==> src/rtl/opstat_pkg.sv <==
package opstat_pkg;
  // bit positions the host decodes while an operation runs
  localparam int POLL_BIT = 7;
  localparam int TOG_BIT  = 6;

  // strobes from control to datapath
  typedef struct packed {
    logic capture;     // latch the loaded word this edge
    logic busy;        // operation in flight
    logic isErase;     // type of the running operation
    logic flipToggle;  // invert the toggle flag this edge
  } opCtl_t;
endpackage

==> src/rtl/opstat_ctrl.sv <==
module opstat_ctrl
  import opstat_pkg::*;
#(
  parameter int PROG_CYCLES  = 20,
  parameter int ERASE_CYCLES = 50
) (
  input  logic   clk,
  input  logic   rstN,
  input  logic   opStart,
  input  logic   opIsErase,
  input  logic   ceN,
  input  logic   oeN,
  output opCtl_t ctl,
  output logic   readAct
);
  localparam int LONGEST = (PROG_CYCLES > ERASE_CYCLES) ? PROG_CYCLES : ERASE_CYCLES;
  localparam int CNT_W   = $clog2(LONGEST + 1);
  localparam logic [CNT_W-1:0] PROG_LOAD  = CNT_W'(PROG_CYCLES);
  localparam logic [CNT_W-1:0] ERASE_LOAD = CNT_W'(ERASE_CYCLES);
  localparam logic [CNT_W-1:0] LAST_CNT   = CNT_W'(1);

  logic             busyQ;
  logic             eraseQ;
  logic             prevAct;
  logic [CNT_W-1:0] cntQ;

  assign readAct = ~ceN & ~oeN;

  always_ff @(posedge clk or negedge rstN) begin
    if (!rstN) begin
      busyQ   <= 1'b0;
      eraseQ  <= 1'b0;
      prevAct <= 1'b0;
      cntQ    <= '0;
    end else begin
      prevAct <= readAct;
      if (busyQ) begin
        if (cntQ == LAST_CNT) busyQ <= 1'b0;
        cntQ <= cntQ - LAST_CNT;
      end else if (opStart) begin
        busyQ  <= 1'b1;
        eraseQ <= opIsErase;
        cntQ   <= opIsErase ? ERASE_LOAD : PROG_LOAD;
      end
    end
  end

  always_comb begin
    ctl.capture    = opStart & ~busyQ;
    ctl.busy       = busyQ;
    ctl.isErase    = eraseQ;
    ctl.flipToggle = busyQ & readAct & ~prevAct;
  end
endmodule

==> src/rtl/opstat_datapath.sv <==
module opstat_datapath
  import opstat_pkg::*;
#(
  parameter int DW = 8
) (
  input  logic          clk,
  input  logic          rstN,
  input  opCtl_t        ctl,
  input  logic          readAct,
  input  logic [DW-1:0] loadData,
  input  logic [DW-1:0] arrayData,
  output logic [DW-1:0] rdData
);
  logic [DW-1:0] ldQ;
  logic          togQ;
  logic [DW-1:0] statusWord;

  always_ff @(posedge clk or negedge rstN) begin
    if (!rstN) begin
      ldQ  <= '0;
      togQ <= 1'b0;
    end else begin
      if (ctl.capture)    ldQ  <= loadData;
      if (ctl.flipToggle) togQ <= ~togQ;
    end
  end

  for (genvar i = 0; i < DW; i++) begin : g_status
    if (i == POLL_BIT) begin : g_poll
      assign statusWord[i] = ctl.isErase ? 1'b0 : ~ldQ[i];
    end else if (i == TOG_BIT) begin : g_tog
      assign statusWord[i] = togQ;
    end else begin : g_pass
      assign statusWord[i] = arrayData[i];
    end
  end

  always_comb begin
    if (!readAct)      rdData = '0;
    else if (ctl.busy) rdData = statusWord;
    else               rdData = arrayData;
  end
endmodule

==> src/rtl/opstat_reporter.sv <==
module opstat_reporter
  import opstat_pkg::*;
#(
  parameter int DW           = 8,
  parameter int PROG_CYCLES  = 20,
  parameter int ERASE_CYCLES = 50
) (
  input  logic          clk,
  input  logic          rstN,
  input  logic          opStart,
  input  logic          opIsErase,
  input  logic [DW-1:0] loadData,
  input  logic          ceN,
  input  logic          oeN,
  input  logic [DW-1:0] arrayData,
  output logic [DW-1:0] rdData,
  output logic          busyN
);
  opCtl_t ctl;
  logic   readAct;

  opstat_ctrl #(
    .PROG_CYCLES (PROG_CYCLES),
    .ERASE_CYCLES(ERASE_CYCLES)
  ) u_ctrl (
    .clk      (clk),
    .rstN     (rstN),
    .opStart  (opStart),
    .opIsErase(opIsErase),
    .ceN      (ceN),
    .oeN      (oeN),
    .ctl      (ctl),
    .readAct  (readAct)
  );

  opstat_datapath #(.DW(DW)) u_dp (
    .clk      (clk),
    .rstN     (rstN),
    .ctl      (ctl),
    .readAct  (readAct),
    .loadData (loadData),
    .arrayData(arrayData),
    .rdData   (rdData)
  );

  assign busyN = ~ctl.busy;
endmodule

==> config.mk <==
export PLATFORM = sky130hd
export DESIGN_NAME = opstat_reporter
export DESIGN_NICKNAME = d
export VERILOG_FILES = /design/src/rtl/opstat_pkg.sv /design/src/rtl/opstat_ctrl.sv /design/src/rtl/opstat_datapath.sv /design/src/rtl/opstat_reporter.sv
export SDC_FILE = /design/constraint.sdc
export NUM_CORES = 1
export LEC_CHECK = 0
export ABC_AREA = 0
export BUFFER_PORTS_ARGS = -buffer_cell sky130_fd_sc_hd__buf_2
export CORE_MARGIN = 2
export CORE_UTILIZATION = 41
export CTS_BUF_LIST = sky130_fd_sc_hd__clkbuf_2
export DETAILED_ROUTE_END_ITERATION = 10
export PLACE_DENSITY = 0.86
export SLEW_MARGIN = 20
export SYNTH_ARGS = -nofsm -noshare
export SYNTH_HDL_FRONTEND = slang
export SYNTH_SLANG_ARGS = --single-unit
==> constraint.sdc <==
create_clock -name clk -period 1.65 [get_ports clk]
set_clock_uncertainty 0.2 [all_clocks]
set_input_delay 0.165 -clock clk [delete_from_list [all_inputs] [get_ports clk]]
set_output_delay 0.165 -clock clk [all_outputs]
set_load 0.005 [all_outputs]
==> summary.txt, run 1 <==
Final layout
  • Layout cells sized above 1: around two fifths
  • Antenna cells: 0
  • # fillers: 100
  • Synth-to-Final Area Change: 39.58%
  • Fin area: between 800 and 900 um2
  • Layout Nets: ~120

Synthesis
  • Synth Area per Inst: between 10 and 15 um2
  • Top FF cell, synth: dfrtp_1
  • Synth top cells by count: dfrtp_1, and2_1, nand2_1, nor3_1
  • Seq cells post-synth: 11
  • Post-synthesis cell count: 60
  • Simple logic cell fraction of the synthesized area: 23.75%
  • Share of the synthesized area in the top cell type: between 40% and 50%
  • Register area share after synthesis: between 40% and 50%
  • Synth area leader: dfrtp_1
  • Synth Area in Compound Gates: 11.88%
  • Unique masters post-synth: 28
  • Synth Area in XOR/XNOR: between 5 and 6%
  • Total of warnings raised by yosys: 0
  • Top-count cell post-synth: dfrtp_1
  • Asr flop ratio synth: 100.0%
  • Largest family of logic cells by synthesized area: simple AND/OR/NAND/NOR gates
  • Post-synth net total: between 80 and 90
  • Area share of fa/ha/maj cells after synthesis: 4.167%
  • Largest cells by area after synthesis: dfrtp_1, and2_1, xnor2_1
  • Mux cell area share after synthesis: about 5.4%
  • Post-synth EDFFs: 0
  • Synthesized cell area: 600.6 um2

Placement
  • Dpl cell area: between 700 and 800 um2
  • Detailed-placement wirelength estimate: ~1000 um
  • # port buffers: 23
  • Final Wtd Congestion: 0.7471
  • DP Worst Slack: around 0.029 ns

Hold path
  • Hold/Removal Path Class: input port to asynchronous set/reset pin

STA
  • Slew @ Worst Pin: roughly 0.39 ns
  • Final hold vios: 0
  • Peak Freq: slightly above 0.6 GHz
  • Final Cycle Share: around 100%
  • RSZ-0062 raised after global routing: yes
  • Setup slack after layout: between 0.03 and 0.04 ns
  • # setup viols final: 0
  • Max-slew violation count: 0
  • Tmin final: roughly 1.6 ns
  • Worst rel slew slack: about 74%

Global route
  • Global router's overall resource usage: 16.22%
  • Vias in the first global route: 530
  • Global-route wire length before repair: around 2200 um
  • Largest net degree at the start of global routing: 12
  • Initial antenna violation count: 0
  • GRT overflow: 0

Routing
  • Initial DRC Count: 12
  • Vias per std cell: around 5.1
  • Drt pass-1 iters: 3
  • DR vias: roughly 560
  • Routed WL: approximately 1400 um
  • Drt drc: 0
  • Routed WL per cell: between 10 and 15 um
  • Detail Route Antenna Nets: 0

Clock network
  • Clk root buf: clkbuf_2
  • Clock slew at reported path FFs: around 0.12 ns
  • CTS Buf Count: 3
  • CTS tree: built
  • H-tree depth: 1
  • Worst-skew pair later-pin latency: 0.26 ns
  • Clk sink count: 11
  • Max clock buf depth: 2

Worst setup path
  • Crit path launch type: flip-flop
  • Critical path class: flip-flop to flip-flop
  • Largest fanout on the critical path: 3
  • WP data required: around 1.6 ns
  • Crit path DAT: around 1.6 ns
  • R2R cell count: 3
  • Crit. End Element: flip-flop

Run status
  • Status: finished, final reports clean

Die
  • CORE AREA: 1334 um2
  • FP Rows: 13
  • Die width: ~42 um
  • Die Y-Extent: 42.27 um
  • Die area: approximately 1800 um2
  • Starting Density: a little under half
  • I/O pin total: 31

Power
  • Worst vdd ir: between 0.0007 and 0.0008 V
  • Pwr Density: between 1000 and 1500 nW/um2
  • Final Power: 0.001151 W
  • Leak: ~0.43 nW

Job
  • Max_cap viols: 0
-- path summary, 6_finish.rpt --
kind	from	to	slack, ns
max in group asynchronous	rstN	u_ctrl.busyQ$_DFF_PN0_	0.93
max reg2reg	u_ctrl.cntQ[2]$_DFFE_PN0P_	u_ctrl.cntQ[5]$_DFFE_PN0P_	0.03
max	u_ctrl.cntQ[2]$_DFFE_PN0P_	u_ctrl.cntQ[5]$_DFFE_PN0P_	0.03
min	rstN	u_ctrl.cntQ[5]$_DFFE_PN0P_	0.08
min in group clk	ceN	u_dp.togQ$_DFFE_PN0P_	0.10
min reg2reg	u_dp.togQ$_DFFE_PN0P_	u_dp.togQ$_DFFE_PN0P_	0.29
-- through the flow --
stage	setup TNS, ns	util [%]	cells	hold slack, ns
after detailed placement	0	56.19	99	-0.1522
after global placement	0	56.19	99	-0.1584
after CTS	0	61.44	108	0.08699
after floorplan	0	-	60	-0.3306
after global routing	-0.02686	62.85	109	0.08731
final	0	62.85	109	0.08240
-- worst max-delay path: stages (launching register included) --
cell,delay [ns]
dfrtp_1,0.41
or3_4,0.40
or4_1,0.40
a31oi_1,0.15
-- where the power goes --
| group | total [W] | switching (W) | internal [W] |
|---|---|---|---|
| clock network | 0.000160 | 0.0000953 | 0.0000643 |
| registers | 0.000500 | 0.000106 | 0.000394 |
| logic | 0.000492 | 0.000220 | 0.000271 |
-- cells in the final DEF (no fill, tap or decap), types with 2 or more instances in the layout --
master	count
a21oi_1	3
and2_1	6
clkbuf_2	4
nand2_1	4
ha_1	2
buf_4	4
xnor2_1	3
nor3_1	4
mux2_2	2
inv_1	2
buf_2	23
dlygate4sd3_1	5
nor3b_2	2
dfrtp_1	10
o21ai_0	3
-- layer usage --
metal,part of all wire [%],vias to the layer above,global-route usage [%]
met5,0,-,0
met4,0.74,0,7.500
met3,2.2,2,2.586
met2,53,10,29.54
met1,44,269,18.13
li1,-,276,-
-- area by class of cell --
class | instances | area (um2) | share of cell area [%]
repair buffers | 32 | 195.2 | 23.28
flip-flops and latches | 11 | 276.5 | 32.99
well taps | 15 | 18.77 | 2.239
inverters | 3 | 11.26 | 1.343
clock buffers | 4 | 20.02 | 2.388
multi-input cells | 44 | 316.6 | 37.76
-- registers in the layout, indices dropped and copies added (netlist names) --
signal / count
u_dp.togQ: 1
u_dp.ldQ: 1
u_ctrl.cntQ: 6
u_ctrl.eraseQ: 1
u_ctrl.busyQ: 1
u_ctrl.prevAct: 1
-- cells by family (layout without fill, tap and decap cells) --
kind of cell	count (synthesis)	in the layout
buf+inv	5	39
mux	3	3
compound gates	11	11
xor+xnor	4	4
simple gates	24	24
fa+ha+maj	2	2
flops	11	11
-- repair_timing --
item / in CTS / in global routing
endpoints found under the hold margin: 15 / 0
hold buffers: 5 / 0
buffers inserted: 0 / 1
setup endpoints to repair: 0 / 3
resized for setup: 0 / 4
No activity file was read; power rests on OpenSTA's default activity.
==> run 2: changes to the inputs <==
- MAX_ROUTING_LAYER: not set -> met4
==> summary.txt, run 2 (synthesized netlist as in run 1, its figures left out) <==
Power
  • Sw Pwr: 0.0004212 W (-0.17%)
  • Pwr Density: 1372 nW/um2 (about the same)
  • Final Power: 0.001150 W (about the same)
  • Sw Share: 36.61% (-0.042 points)
  • Gate power share: 42.9% (+0.2 points)
  • Pint: 0.0007292 W (about the same)
  • Clock power share: 13.8% (about the same)
  • Leak: 0.4285 nW (unchanged)
  • Worst vdd ir: 0.0007115 V (-0.14%)
  • Seq pwr share: 43.3% (about the same)

Final layout
  • Antenna cells: 0 (unchanged)
  • Highest-count cells in the layout ignoring fill and taps: buf_2, dfrtp_1, and2_1
  • Layout Nets: 119 (unchanged)
  • Commonest non-fill, non-tap cell in the layout: buf_2
  • Synth-to-Final Area Change: 39.58% (unchanged)
  • Max reg flops: 6 (unchanged)
  • Layout cells sized above 1: 41.49% (unchanged)
  • Final Non-Filler Cells: 109 (unchanged)
  • # fillers: 100 (unchanged)
  • Most flop-heavy register: u_ctrl.cntQ

Die
  • Die width: 42.27 um (unchanged)
  • Die area: 1787 um2 (unchanged)
  • Starting Density: 45.03% (unchanged)
  • Die Y-Extent: 42.27 um (unchanged)
  • CORE AREA: 1334 um2 (unchanged)
  • I/O pin total: 31 (unchanged)
  • FP Rows: 13 (unchanged)

STA
  • Final hold vios: 0 (unchanged)
  • Final Cycle Share: 97.72% (-0.28 points)
  • # setup viols final: 0 (unchanged)
  • Peak Freq: 0.6202 GHz (+0.28%)
  • Tmin final: 1.612 ns (-0.004559 ns)
  • Worst rel slew slack: 74.16% (about the same)
  • RSZ-0062 raised after global routing: yes
  • Max-slew violation count: 0 (unchanged)
  • Slew @ Worst Pin: 0.3861 ns (+0.001033 ns)

Global route
  • Vias in the first global route: 529 (-0.19%)
  • Largest net degree at the start of global routing: 12 (unchanged)
  • Initial antenna violation count: 0 (unchanged)
  • Global router's overall resource usage: 16.67% (+0.45 points)
  • Global-route wire length before repair: 2221 um (unchanged)
  • GRT overflow: 0 (unchanged)

Worst setup path
  • Crit-path slowest cell: dfrtp_1
  • Crit. End Element: flip-flop
  • Crit path launch type: flip-flop
  • Critical path class: flip-flop to flip-flop
  • WP data required: 1.64 ns (about the same)
  • Crit path DAT: 1.60 ns (about the same)
  • Worst Path Buf+Inv: 0 (unchanged)
  • CP max stage delay: 0.41 ns (about the same)
  • CP top delay family: simple AND/OR/NAND/NOR gates
  • Critical-path cell list: or3_4 > or4_1 > a31oi_1
  • Largest fanout on the critical path: 3 (unchanged)

Clock network
  • CTS tree: built
  • Max clock buf depth: 2 (unchanged)
  • H-tree depth: 1 (unchanged)
  • Clk root buf: clkbuf_2
  • CTS Buf Count: 3 (unchanged)
  • Clk sink count: 11 (unchanged)
  • Clock slew at reported path FFs: 0.12 ns (about the same)
  • Worst-skew pair later-pin latency: 0.26 ns (about the same)

Routing
  • Detail Route Antenna Nets: 0 (unchanged)
  • DR vias: 564 (+1.3%)
  • Vias per std cell: 5.174 (+1.3%)
  • Initial DRC Count: 9 (-3)
  • Routed WL: 1344 um (-0.88%)
  • Drt pass-1 iters: 4 (+1)
  • Routed WL per cell: 12.33 um (-0.88%)
  • Drt drc: 0 (unchanged)

Hold path
  • Hold/Removal Path Class: input port to asynchronous set/reset pin

Placement
  • Final Wtd Congestion: 0.7566 (+1.3%)
  • Detailed-placement wirelength estimate: 998.7 um (unchanged)
  • DP Cell Count: 99 (unchanged)
  • # port buffers: 23 (unchanged)

Run status
  • Status: finished, final reports clean

Job
  • Max_cap viols: 0 (unchanged)
[run 2: cell counts in the layout (fill, tap and decap cells not counted)]
No cell type changed its count.
[run 2: worst reg2reg max path: stages, from the launching register on]
cell and delay, ns:
dfrtp_1 0.41, or3_4 0.39, or4_1 0.40, a31oi_1 0.14
[run 2: stage by stage]
step                      worst slack, ns   TNS, ns  hold WS (ns)  utilization, %  cell area, um2
after floorplan                   0.03683         0       -0.3306               -           600.6
after detailed placement          0.02851         0       -0.1522           56.19           749.5
after global placement            0.06334         0       -0.1584           56.19           749.5
after global routing             -0.02686  -0.02686       0.08730           62.85           838.3
final                             0.03764         0       0.08411           62.85           838.3
after CTS                        0.002675         0       0.08699           61.44           819.5
[run 2: repair_timing]
item                       4_1_cts  5_1_grt
setup endpoints to repair        0        3
setup buffers                    0        1
hold endpoints to repair        15        0
hold buffers                     5        0
gates resized for setup          0        4
[run 2: layer usage]
layer  GRT usage (%)  routed length, um  vias to the layer above  part of all wire, %
met2           29.54                693                       15                   52
met5               -                  0                        -                    0
met3           2.586                 33                        4                  2.5
met1           18.13                587                      268                   44
met4           7.500                 29                        0                  2.2
li1                -                  -                      277                    -
[run 2: layout make-up]
class                           count  area [um2]  area share, %
Clock buffer                        4       20.02          2.388
Inverter                            3       11.26          1.343
Multi-Input combinational cell     44       316.6          37.76
Sequential cell                    11       276.5          32.99
Tap cell                           15       18.77          2.239
Timing Repair Buffer               32       195.2          23.28
[run 2: worst paths after layout]
| path | start | to | slack [ns] | depth (start not counted) |
|---|---|---|---|---|
| setup / recovery | u_ctrl.cntQ[2]$_DFFE_PN0P_ | u_ctrl.cntQ[5]$_DFFE_PN0P_ | 0.04 | 3 |
| hold / removal | rstN | u_ctrl.cntQ[2]$_DFFE_PN0P_ | 0.08 | 2 |
| setup reg to reg | u_ctrl.cntQ[2]$_DFFE_PN0P_ | u_ctrl.cntQ[5]$_DFFE_PN0P_ | 0.04 | 3 |
| hold reg to reg | u_dp.togQ$_DFFE_PN0P_ | u_dp.togQ$_DFFE_PN0P_ | 0.29 | 1 |
| max in group asynchronous | rstN | u_ctrl.busyQ$_DFF_PN0_ | 0.94 | 2 |
| min in group clk | ceN | u_dp.togQ$_DFFE_PN0P_ | 0.10 | 4 |
[run 2: power by group through the flow]
stage	sequential (W)	clock (W)	combinational, W
after floorplan	0.000485	0	0.000313
after global placement	0.000489	0	0.000436
after detailed placement	0.000499	0	0.000459
after CTS	0.000491	0.000161	0.000472
after global routing	0.000515	0.000175	0.000558
final	0.000498	0.000159	0.000494
